--- config.mk ---
export PLATFORM = sky130hd
export DESIGN_NAME = dbg_regscan
export DESIGN_NICKNAME = d
export VERILOG_FILES = /design/src/rtl/dbg_regscan.sv
export SDC_FILE = /design/constraint.sdc
export NUM_CORES = 1
export LEC_CHECK = 0
export BUFFER_PORTS_ARGS = -buffer_cell sky130_fd_sc_hd__buf_2
export CAP_MARGIN = 20
export CORE_UTILIZATION = 60
export DETAILED_ROUTE_END_ITERATION = 8
export PLACE_DENSITY = 0.81
export SYNTH_ARGS = -nofsm -noshare
export SYNTH_HDL_FRONTEND = slang
export SYNTH_SLANG_ARGS = --single-unit
--- constraint.sdc ---
create_clock -name clk -period 30.1 [get_ports clk]
set_clock_uncertainty 0.1 [all_clocks]
set_input_delay 1.505 -clock clk [delete_from_list [all_inputs] [get_ports clk]]
set_output_delay 1.505 -clock clk [all_outputs]
set_load 0.01 [all_outputs]
--- src/rtl/dbg_regscan.sv ---
module dbg_regscan #(
  parameter int          DATA_W  = 32,
  parameter int          ADDR_W  = 5,
  parameter int          NUM_WP  = 2,
  parameter logic [3:0]  VERSION = 4'h3
) (
  input  logic              clk,
  input  logic              rst_n,
  input  logic              trst_n,
  input  logic              capture_dr,
  input  logic              shift_dr,
  input  logic              update_dr,
  input  logic              tdi,
  output logic              tdo,
  output logic [DATA_W-1:0] dbg_ctrl,
  input  logic [DATA_W-1:0] dbg_status,
  input  logic [DATA_W-1:0] c2d_data,
  input  logic              c2d_valid,
  output logic              c2d_ready,
  output logic [DATA_W-1:0] d2c_data,
  output logic              d2c_valid,
  input  logic              d2c_ready,
  input  logic [DATA_W-1:0] bus_addr,
  input  logic [DATA_W-1:0] bus_data,
  input  logic [DATA_W-1:0] bus_ctrl,
  output logic [NUM_WP-1:0] wp_match
);
  localparam int SR_W    = DATA_W + ADDR_W + 1;
  localparam int WP_REGS = 6;
  localparam logic [ADDR_W-1:0] A_CTRL = ADDR_W'(0);
  localparam logic [ADDR_W-1:0] A_STAT = ADDR_W'(1);
  localparam logic [ADDR_W-1:0] A_MCTL = ADDR_W'(4);
  localparam logic [ADDR_W-1:0] A_MDAT = ADDR_W'(5);

  logic              arst_n;
  logic [SR_W-1:0]   sr_q;
  logic [ADDR_W-1:0] rd_src_q;
  logic [DATA_W-1:0] ctrl_q, c2d_q, d2c_q, rd_val;
  logic              wait_q, pend_q;
  logic [DATA_W-1:0] wp_q [NUM_WP][WP_REGS];

  wire [DATA_W-1:0] sr_data = sr_q[DATA_W-1:0];
  wire [ADDR_W-1:0] sr_addr = sr_q[DATA_W +: ADDR_W];
  wire              sr_wr   = sr_q[SR_W-1];
  wire              do_wr   = update_dr && sr_wr;
  wire              c2d_hs  = c2d_valid && c2d_ready;
  wire              d2c_hs  = d2c_valid && d2c_ready;

  assign arst_n    = rst_n & trst_n;
  assign tdo       = sr_q[0];
  assign dbg_ctrl  = ctrl_q;
  assign c2d_ready = !wait_q;
  assign d2c_data  = d2c_q;
  assign d2c_valid = pend_q;

  always_comb begin
    rd_val = '0;
    case (rd_src_q)
      A_CTRL: rd_val = ctrl_q;
      A_STAT: rd_val = dbg_status;
      A_MCTL: rd_val = {VERSION, {(DATA_W-6){1'b0}}, pend_q, wait_q};
      A_MDAT: rd_val = c2d_q;
      default: begin
        for (int u = 0; u < NUM_WP; u++)
          for (int k = 0; k < WP_REGS; k++)
            if (int'(rd_src_q) == (u + 1) * 8 + k) rd_val = wp_q[u][k];
      end
    endcase
  end

  always_ff @(posedge clk or negedge arst_n) begin
    if (!arst_n) begin
      sr_q     <= '0;
      rd_src_q <= '0;
      ctrl_q   <= '0;
      c2d_q    <= '0;
      d2c_q    <= '0;
      wait_q   <= 1'b0;
      pend_q   <= 1'b0;
      for (int u = 0; u < NUM_WP; u++)
        for (int k = 0; k < WP_REGS; k++) wp_q[u][k] <= '0;
    end else begin
      if (capture_dr)    sr_q <= {{(ADDR_W+1){1'b0}}, rd_val};
      else if (shift_dr) sr_q <= {tdi, sr_q[SR_W-1:1]};

      if (update_dr && !sr_wr)          rd_src_q <= sr_addr;
      if (do_wr && sr_addr == A_CTRL)   ctrl_q   <= sr_data;

      if (d2c_hs) pend_q <= 1'b0;
      if (do_wr && sr_addr == A_MDAT) begin
        d2c_q  <= sr_data;
        pend_q <= 1'b1;
      end

      if (capture_dr && rd_src_q == A_MDAT) wait_q <= 1'b0;
      if (c2d_hs) begin
        c2d_q  <= c2d_data;
        wait_q <= 1'b1;
      end

      for (int u = 0; u < NUM_WP; u++)
        for (int k = 0; k < WP_REGS; k++)
          if (do_wr && int'(sr_addr) == (u + 1) * 8 + k) wp_q[u][k] <= sr_data;
    end
  end

  for (genvar u = 0; u < NUM_WP; u++) begin : g_wp
    assign wp_match[u] = ~|((bus_addr ^ wp_q[u][0]) & ~wp_q[u][1])
                       & ~|((bus_data ^ wp_q[u][2]) & ~wp_q[u][3])
                       & ~|((bus_ctrl ^ wp_q[u][4]) & ~wp_q[u][5]);
  end

  AST_STROBE_EXCL: assert property (@(posedge clk) disable iff (!arst_n)
    $onehot0({capture_dr, shift_dr, update_dr}));
  AST_SHIFT_OUT: assert property (@(posedge clk) disable iff (!arst_n)
    shift_dr |=> tdo == $past(sr_q[1]));
  AST_IDLE_HOLD: assert property (@(posedge clk) disable iff (!arst_n)
    !(capture_dr || shift_dr || update_dr) |=> $stable(tdo));
  AST_CTRL_WRITE: assert property (@(posedge clk) disable iff (!arst_n)
    (do_wr && sr_addr == A_CTRL) |=> dbg_ctrl == $past(sr_data));
  AST_CAPTURE_CLEARS: assert property (@(posedge clk) disable iff (!arst_n)
    (capture_dr && rd_src_q == A_MDAT && !c2d_ready) |=> c2d_ready);
  AST_C2D_LOAD: assert property (@(posedge clk) disable iff (!arst_n)
    c2d_hs |=> !c2d_ready);
  AST_D2C_POST: assert property (@(posedge clk) disable iff (!arst_n)
    (do_wr && sr_addr == A_MDAT) |=> d2c_valid);
  AST_D2C_TAKE: assert property (@(posedge clk) disable iff (!arst_n)
    (d2c_hs && !(do_wr && sr_addr == A_MDAT)) |=> !d2c_valid);
endmodule

## Word-level counts from Yosys, hierarchy flattened

Index checks and enable logic that the tools add are counted.

| cells by class | value |
|---|---|
| equality and inequality tests | 28 |
| mux-type cells | 19 |
| bitwise operators | 23 |
| reductions and logical operators | 38 |

Operators with widths:

| operator | number |
|---|---|
| 32-bit 2-to-1 mux | 12 |
| 32-bit AND | 6 |
| 32-bit inverter | 6 |
| 32-bit OR reduction | 6 |
| 32-bit XOR | 6 |
| 32-bit one-hot mux with 4 select lines | 1 |
| 5-bit == test, second input constant | 24 |
| 38-bit 2-to-1 mux | 2 |
| 1-bit logical AND | 19 |
| 5-bit by 3-bit == test with 1-bit output, second input constant | 3 |
| 5-bit logical NOT | 2 |
| 1-bit logical NOT | 8 |
| 2-bit nonzero test | 3 |
| 1-bit AND | 5 |
| 5-bit by 1-bit == test with 1-bit output, second input constant | 1 |
| 1-bit 2-to-1 mux | 4 |

| word-level totals | value |
|---|---|
| bits in registers | 525 |
| input bits | 169 |
| output and inout port bits | 69 |
| word-level logic and storage cells | 127 |

## Depth between registers and ports, before layout

Gate-level depths: netlist (run 1).

| depth | value |
|---|---|
| word-level depth | 15 |
| mapped depth | 9 |
| mapped depth without buffers | 6 |

## Least setup slack after synthesis (run 1)

Ideal clock, no wire load.

| timing path | value |
|---|---|
| path type | input to output |
| from | input bus_ctrl[26] |
| to | output wp_match[0] |
| arrival | 2400 ps |
| required time | 28495 ps |
| slack | 26095 ps |
| stages on the path | 5 |
| path buffers | 0 |
| path through | xnor2_1 o22ai_1 nor4_1 nand4_1 nor3_1 |

| between the ends | value |
|---|---|
| longest elaborated chain between the ends | 5 |

RTL lines:

| what | line | source |
|---|---|---|
| from (decl) | 25 | `input logic [DATA_W-1:0] bus_ctrl,` |
| 32-bit XOR | 110 | `& ~\|((bus_ctrl ^ wp_q[u][4]) & ~wp_q[u][5]);` |
| 32-bit AND | 110 |  |
| 32-bit OR reduction | 110 |  |
| 1-bit logical NOT | 110 |  |
| 1-bit AND | 110 |  |
| to (decl) | 26 | `output logic [NUM_WP-1:0] wp_match` |

Every way passes these cells.

## Final worst setup path (run 1)

| timing path | value |
|---|---|
| from | input bus_data[7] |
| to | output wp_match[1] |

| between the ends | value |
|---|---|
| longest elaborated chain between the ends | 6 |

RTL lines:

| what | line | source |
|---|---|---|
| from (decl) | 24 | `input logic [DATA_W-1:0] bus_data,` |
| 32-bit XOR | 109 | `& ~\|((bus_data ^ wp_q[u][2]) & ~wp_q[u][3])` |
| 32-bit AND | 109 |  |
| 32-bit OR reduction | 109 |  |
| 1-bit logical NOT | 109 |  |
| 1-bit AND | 109 |  |
| 1-bit AND | 110 |  |

Every way passes these cells.

==> summary.md, run 1 <==
| Metric | Value |
|---|---|
| CTS tree | `done` |
| Post-CTS Hold Buffers | `0` |
| Largest family of logic cells by synthesized area | `multiplexers` |
| Clock H-tree levels | `2` |
| Post-synthesis adder-cell area fraction | `0%` |
| CP Class | `primary input to output pin` |
| Setup Fix Bufs, Post-CTS | `0` |
| CTS resizes | `0` |
| Clock power frac | `39.7%` |
| Critical path destination | `wp_match[1]` |
| Most common cell in the netlist | `dfrtp_1` |
| Clk buf depth | `3` |
| Worst path slowest cell | `nor4_1` |
| Worst Setup End Kind | `output pin` |
| Area grow syn2layout | `13.9%` |
| P_int | `~1.3 mW` |
| Critical Path Start | `bus_data[7]` |
| Fin Setup TNS | `0 ps` |
| Clock Sinks | `around 530` |
| Largest net degree at the start of global routing | `between 150 and 200` |
| Cell Rows | `between 70 and 80` |
| Simple-gate share of the synthesized area | `under 10%` |
| Most used DFF post-synth | `dfrtp_1` |
| CP max FO | `2` |
| Reg2reg path depth | `7` |
| Full die area | `~45000 um^2` |
| Synth async-reset ratio | `100%` |
| Worst-margin pin slew | `about 1200 ps` |
| Routed vias | `between 20000 and 25000` |
| RSZ-0062 raised after global routing | `false` |
| Router iterations before antenna repair | `9` |
| Rel. slew slack | `19.7%` |
| DR iter-0 viols | `~3300` |
| Worst reg-to-reg setup slack | `roughly 26000 ps` |
| Synth top area cells | `dfrtp_1 (49%), mux2_2 (21%), xnor2_1 (6.3%)` |
| Seq cells post-synth | `around 530` |
| Tot GR Track Use | `between 40% and 50%` |
| Dpl hpwl | `between 70000 and 80000 um` |
| IO Port Bufs | `between 200 and 250` |
| Top-area cell type share of the netlist area | `around half` |
| Leakage | `13.8 nW` |
| Syn nets | `2380` |
| GRT overflow | `0` |
| Antenna-violating nets left | `0` |
| Fin crit period | `approximately 5400 ps` |
| Compound-gate portion of the synthesized area | `12.1%` |
| Synthesized area per cell | `12.1 um^2` |
| Max Freq | `between 150 and 200 MHz` |
| Net Switching | `between 500 and 600 uW` |
| DP Worst Slack | `around 25000 ps` |
| Number of library cell types mapped by synthesis | `between 70 and 80` |
| Clk root buf | `clkbuf_16` |
| Largest stage delay, worst path | `590 ps` |
| Die Wd | `around 210 um` |
| Clock transition at path regs | `approximately 60 ps` |
| Area of the core | `roughly 43000 um^2` |
| Vias/cell | `approximately 7.2` |
| Post-Syn Area | `26700 um^2` |
| Gate power share | `around an eighth` |
| Mux contribution to synthesized area | `between 20 and 25%` |
| First-pass GRT wire length | `150000 um` |
| Reg power frac | `47.6%` |
| Setup ws final | `between 20000 and 25000 ps` |
| Tcrit/Tclk final | `18.1%` |
| I/O pin total | `238` |
| Startpoint Class | `primary input` |
| Final setup viols | `0` |
| Vias in the first global route | `21100` |
| Post-synth EDFFs | `0` |
| Critical Path RT | `28500 ps` |
| Multi-input logic area | `around 13000 um^2` |
| Initial Util | `about three fifths` |
| Reg2Reg Capture Point | `sr_q[31]` |
| Fin. max-slew vios | `0` |
| Layout cell share with drive strength beyond 1 | `between 30% and 40%` |
| Final Wtd Congestion | `between 1 and 1.5` |
| Maximum vdd drop | `0.0468 mV` |
| Synth warn | `0` |
| Register area share after synthesis | `49.2%` |
| Clk_lat worst skew | `~620 ps` |
| Mapped Cells | `about 2200` |
| Status | `complete, no violations` |
| Worst hold path type | `flop to flop` |
| Max-cap violations | `0` |
| Nets | `about 2600` |
| Reg2reg start | `rd_src_q[1]` |
| Seq. cell area | `~13000 um^2` |
| Sw frac | `between 20% and 30%` |
| Cell Chain, Critical Path | `buf_2, xnor2_1, o22ai_1, nor4_1, nand4_1, nor3_1, buf_2` |
| Worst EP arrival | `~3800 ps` |
| Detailed Route WL | `106000 um` |
| Worst path most repeated cell | `buf_2` |
| Pwr dens | `between 60 and 70 nW/um^2` |
| Initial antenna violation count | `2` |
| Worst Hold Path Cells | `1` |
| Post-Synth XOR/XNOR Area | `about 6.3%` |
| Die height | `between 200 and 250 um` |
| Hold Fails Final Rpt | `0` |
| DR WL/cell | `about 35 um` |
| CTS buffer count | `between 50 and 60` |
| Cell taking the most area after synthesis | `dfrtp_1` |
| Top post-synthesis cells by count | `dfrtp_1 (525), mux2_2 (506), xnor2_1 (192), o21ai_0 (136), o22ai_1 (120)` |
| FILL cells | `around 3200` |
| Drc violations | `0` |
worst min-delay path by stage:
| stage | slack, ps | startpoint | end |
|---|---|---|---|
| 3_3_place_gp | 380 | d2c_data[8] | d2c_data[8] |
| 6_report | 400 | d2c_data[31] | d2c_data[31] |
| 4_1_cts | 400 | d2c_data[31] | d2c_data[31] |
| 5_1_grt | 410 | d2c_data[25] | d2c_data[25] |
| 2_1_floorplan | 370 | wp_q[327] | wp_q[327] |
| 3_5_place_dp | 390 | d2c_data[24] | d2c_data[24] |
per-stage QoR:
stage / hold slack, ps / total power, mW / cell area, um^2 / cells / util [%]
after CTS: 404 / 1.82 / 30300 / 3016 / 69.8
after floorplan: 372 / 0.959 / 26700 / 2211 / -
after detailed placement: 388 / 1.10 / 28400 / 2916 / 65.3
after global routing: 414 / 1.88 / 30400 / 3019 / 70.0
after global placement: 381 / 1.09 / 28400 / 2915 / 65.3
final: 402 / 1.84 / 30400 / 3020 / 70.0
power by group through the flow:
stage | Sequential (mW) | Clock [mW] | Combinational (mW)
after floorplan | 0.810 | 0 | 0.149
after global placement | 0.873 | 0 | 0.221
after detailed placement | 0.877 | 0 | 0.225
after global routing | 0.875 | 0.756 | 0.247
final | 0.875 | 0.730 | 0.233
after CTS | 0.864 | 0.729 | 0.227
worst max-delay path: cells and delay by family:
family                 cells  cell delay, ps
AND/OR/NAND/NOR            3            1260
XOR/XNOR                   1             510
buffers and inverters      2             390
AO/OA/AOI/OAI              1             180
final cells by class:
type | instances | share of cell area [%]
Antenna cell | 1 | 0.00823
Tap cell | 585 | 2.41
Multi-Input combinational cell | 1507 | 42.3
Clock inverter | 13 | 0.646
Sequential cell | 525 | 43.2
Timing Repair Buffer | 292 | 5.53
Clock buffer | 87 | 5.75
Inverter | 10 | 0.123
cell families (layout without fill, tap and decap cells):
logic type             count (synthesis)  count (layout)
flip-flops                           525             525
AND/OR/NAND/NOR                      247             247
other                                  0               1
multiplexers                         563             563
buffers and inverters                179             402
AO/OA/AOI/OAI                        505             505
XOR/XNOR                             192             192
placed cells by master (no fill, tap or decap), types with 27 or more instances in the layout:
master	count
buf_4	49
o21ai_0	136
a21oi_1	76
nand2_1	50
clkbuf_16	57
xnor2_1	192
o22ai_1	120
buf_2	237
mux2i_1	27
nor2_1	54
mux2_2	506
dfrtp_1	522
flip-flops by register name (all words and copies together), names as in the netlist:
| signal | cells |
|---|---|
| wp_q | 384 |
| sr_q | 38 |
| c2d_q | 32 |
| d2c_data | 32 |
| dbg_ctrl | 32 |
| rd_src_q | 5 |
| d2c_valid | 1 |
| wait_q | 1 |
metal layers:
layer  track usage (%)  wire length [um]  up-vias
li1                  -                 -     8579
met2              67.6             44500     1760
met3              15.3             14400      429
met1              62.2             39400    11000
met4              30.3              7830        2
met5             0.334                13        -
Power figures use the tool's default switching activity.
==> run 2: changes to the inputs <==
==> constraint.sdc (replaced) <==
create_clock -name clk -period 5.5 [get_ports clk]
set_clock_uncertainty 0.1 [all_clocks]
set_input_delay 0.275 -clock clk [delete_from_list [all_inputs] [get_ports clk]]
set_output_delay 0.275 -clock clk [all_outputs]
set_load 0.01 [all_outputs]
==> summary.md, run 2 (synthesis gave the netlist of run 1 again) <==
| Metric | Value |
|---|---|
| Net Switching | `3.09 mW (was 544 uW)` |
| I/O pin total | `238 (unchanged)` |
| CP max FO | `3 (was 2)` |
| Largest Register | `wp_q (unchanged)` |
| Worst-margin pin slew | `1210 ps (about the same)` |
| Layout cell share with drive strength beyond 1 | `37.9% (was 38.7%)` |
| Drc violations | `0 (unchanged)` |
| CTS resizes | `0 (unchanged)` |
| Worst Hold Path Cells | `5 (was 1)` |
| IO Port Bufs | `237 (unchanged)` |
| Clock power frac | `38.6% (was 39.7%)` |
| Rel. slew slack | `19.4% (was 19.7%)` |
| Fin Setup TNS | `0 ps (unchanged)` |
| Largest stage delay, worst path | `780 ps (was 590 ps)` |
| Detailed Route WL | `113000 um (was 106000 um)` |
| Largest net degree at the start of global routing | `181 (was 179)` |
| Worst Hold Path EP | `sr_q[7] (was d2c_data[31])` |
| Final core utilization | `70.7% (was 70.0%)` |
| Fin crit period | `roughly 3900 ps` |
| RSZ-0062 raised after global routing | `false (unchanged)` |
| CTS tree | `done (unchanged)` |
| Gate power share | `13.6% (was 12.7%)` |
| Min-delay src | `dbg_status[7] (was d2c_data[31])` |
| Die Wd | `213 um (unchanged)` |
| Reg power frac | `47.8% (was 47.6%)` |
| CP Class | `flop to output pin (was primary input to output pin)` |
| Critical Path RT | `5120 ps (was 28500 ps)` |
| Cell Rows | `76 (unchanged)` |
| Commonest non-fill, non-tap cell in the layout | `dfrtp_1 (unchanged)` |
| Max Freq | `between 200 and 300 MHz` |
| Power Total | `10.1 mW (was 1.84 mW)` |
| DR iter-0 viols | `3805 (was 3285)` |
| Clk buf depth | `3 (unchanged)` |
| Reg2reg start | `rd_src_q[0] (was rd_src_q[1])` |
| Setup Fix Bufs, Post-CTS | `0 (unchanged)` |
| Max reg flops | `384 (unchanged)` |
| Area grow syn2layout | `15.1% (was 13.9%)` |
| Tcrit/Tclk final | `between 70% and 80%` |
| Router iterations before antenna repair | `6 (was 9)` |
| Nets | `2602 (was 2560)` |
| Leakage | `13.9 nW (was 13.8 nW)` |
| Reg2reg path depth | `8 (was 7)` |
| Initial Util | `61.4% (unchanged)` |
| Cell Chain, Critical Path | `xnor2_1, o22ai_1, nor4_1, nand4_1, nor3_1, buf_2 (was buf_2, xnor2_1, o22ai_1, nor4_1, nand4_1, nor3_1, buf_2)` |
| Most frequent cells in the layout | `dfrtp_1 (522), mux2_2 (506), buf_2 (237) (unchanged)` |
| Clk root buf | `clkbuf_16 (unchanged)` |
| DR WL/cell | `36.9 um (was 35.1 um)` |
| Reg2Reg Capture Point | `sr_q[26] (was sr_q[31])` |
| Min Hold Slack | `21.8 ps (was 402 ps)` |
| Routed vias | `22300 (was 21700)` |
| Clock transition at path regs | `70 ps (was 60 ps)` |
| Die height | `213 um (unchanged)` |
| Max-cap violations | `0 (unchanged)` |
| Antenna-violating nets left | `0 (unchanged)` |
| Vias/cell | `7.27 (was 7.20)` |
| GRT overflow | `0 (unchanged)` |
| Clock H-tree levels | `2 (unchanged)` |
| Initial antenna violation count | `6 (was 2)` |
| Full die area | `45300 um^2 (unchanged)` |
| Worst EP arrival | `3490 ps (was 3840 ps)` |
| CTS buffer count | `54 (was 55)` |
| Worst path slowest cell | `xnor2_1 (was nor4_1)` |
| Final setup viols | `0 (unchanged)` |
| Clk_lat worst skew | `620 ps (about the same)` |
| Status | `complete, no violations (unchanged)` |
| Worst reg-to-reg setup slack | `1870 ps (was 25830 ps)` |
| Hold Fails Final Rpt | `0 (unchanged)` |
| Pwr dens | `328 nW/um^2 (was 60.4 nW/um^2)` |
| Sw frac | `30.7% (was 29.6%)` |
| Worst hold path type | `primary input to flop (was flop to flop)` |
| Final Wtd Congestion | `1.07 (was 1.06)` |
| Maximum vdd drop | `0.274 mV (was 0.0468 mV)` |
| Tot GR Track Use | `50.1% (was 47.4%)` |
| Worst Setup End Kind | `output pin (unchanged)` |
| Vias in the first global route | `21400 (was 21100)` |
| First-pass GRT wire length | `158000 um (was 150000 um)` |
| Clock Sinks | `525 (unchanged)` |
| Fin. max-slew vios | `0 (unchanged)` |
| Dpl hpwl | `78600 um (was 73200 um)` |
| Registers with the most flip-flops | `wp_q x384, sr_q x38 (unchanged)` |
| Area of the core | `43500 um^2 (unchanged)` |
| P_int | `6.98 mW (was 1.29 mW)` |
| Startpoint Class | `flop (was primary input)` |
-- run 2: changes by cell type in the layout (fill, tap and decap cells not counted), sizes merged --
cell,change
diode,+2
inv,+2
clkinv,+6
clkbuf,-13
dlygate4sd3,+47
buf,-4
bufinv,+1
-- run 2: final cells by class --
type	count	area, um^2
inverter	10	37.5
tap	585	732
multi-input combinational	1507	12900
sequential	525	13100
fill	3057	12700
clock inverter	22	274
clock buffer	74	1580
antenna	3	7.51
timing repair buffer	335	2110
-- run 2: repair_timing --
| item | CTS | global route |
|---|---|---|
| hold endpoints to repair | 91 | 0 |
| hold buffers | 47 | 0 |
| setup endpoints to repair | 0 | 0 |
-- run 2: worst max path at each step --
stage                     start           to  slack [ps]  depth (start not counted)
CTS                   wp_q[122]  wp_match[1]        2020                          6
global placement    rd_src_q[0]     sr_q[29]        2050                          8
floorplan                 rst_n     c2d_q[0]         150                          1
finish                wp_q[169]  wp_match[1]        1640                          6
global route          wp_q[169]  wp_match[1]        1690                          6
detailed placement  rd_src_q[0]     sr_q[29]        2060                          8
-- run 2: critical path: cells and delay by family (launching register included) --
kind	cells	cell delay (ps)
AND/OR/NAND/NOR	3	1290
XOR/XNOR	1	780
flip-flops	1	420
buffers and inverters	1	220
AO/OA/AOI/OAI	1	160
-- run 2: stage by stage --
stage,area (um^2),std cells,setup slack (ps)
final,30700,3061,1640
after CTS,30700,3057,2020
after detailed placement,28400,2914,2060
after global routing,30700,3058,1690
after global placement,28400,2913,2050
after floorplan,26700,2211,147
-- run 2: power by group through the flow --
stage,registers (mW),logic (mW),clock network (mW)
global placement,4.79,1.25,0
global route,4.81,1.43,4.03
finish,4.82,1.37,3.89
floorplan,4.43,0.816,0
detailed placement,4.81,1.28,0
CTS,4.74,1.31,3.89
-- run 2: routing by layer --
| layer | global-route usage [%] | routed length (um) |
|---|---|---|
| met3 | 17.1 | 15900 |
| met5 | 0.667 | 0 |
| met4 | 24.5 | 6560 |
| met1 | 68.4 | 43300 |
| met2 | 71.3 | 47200 |
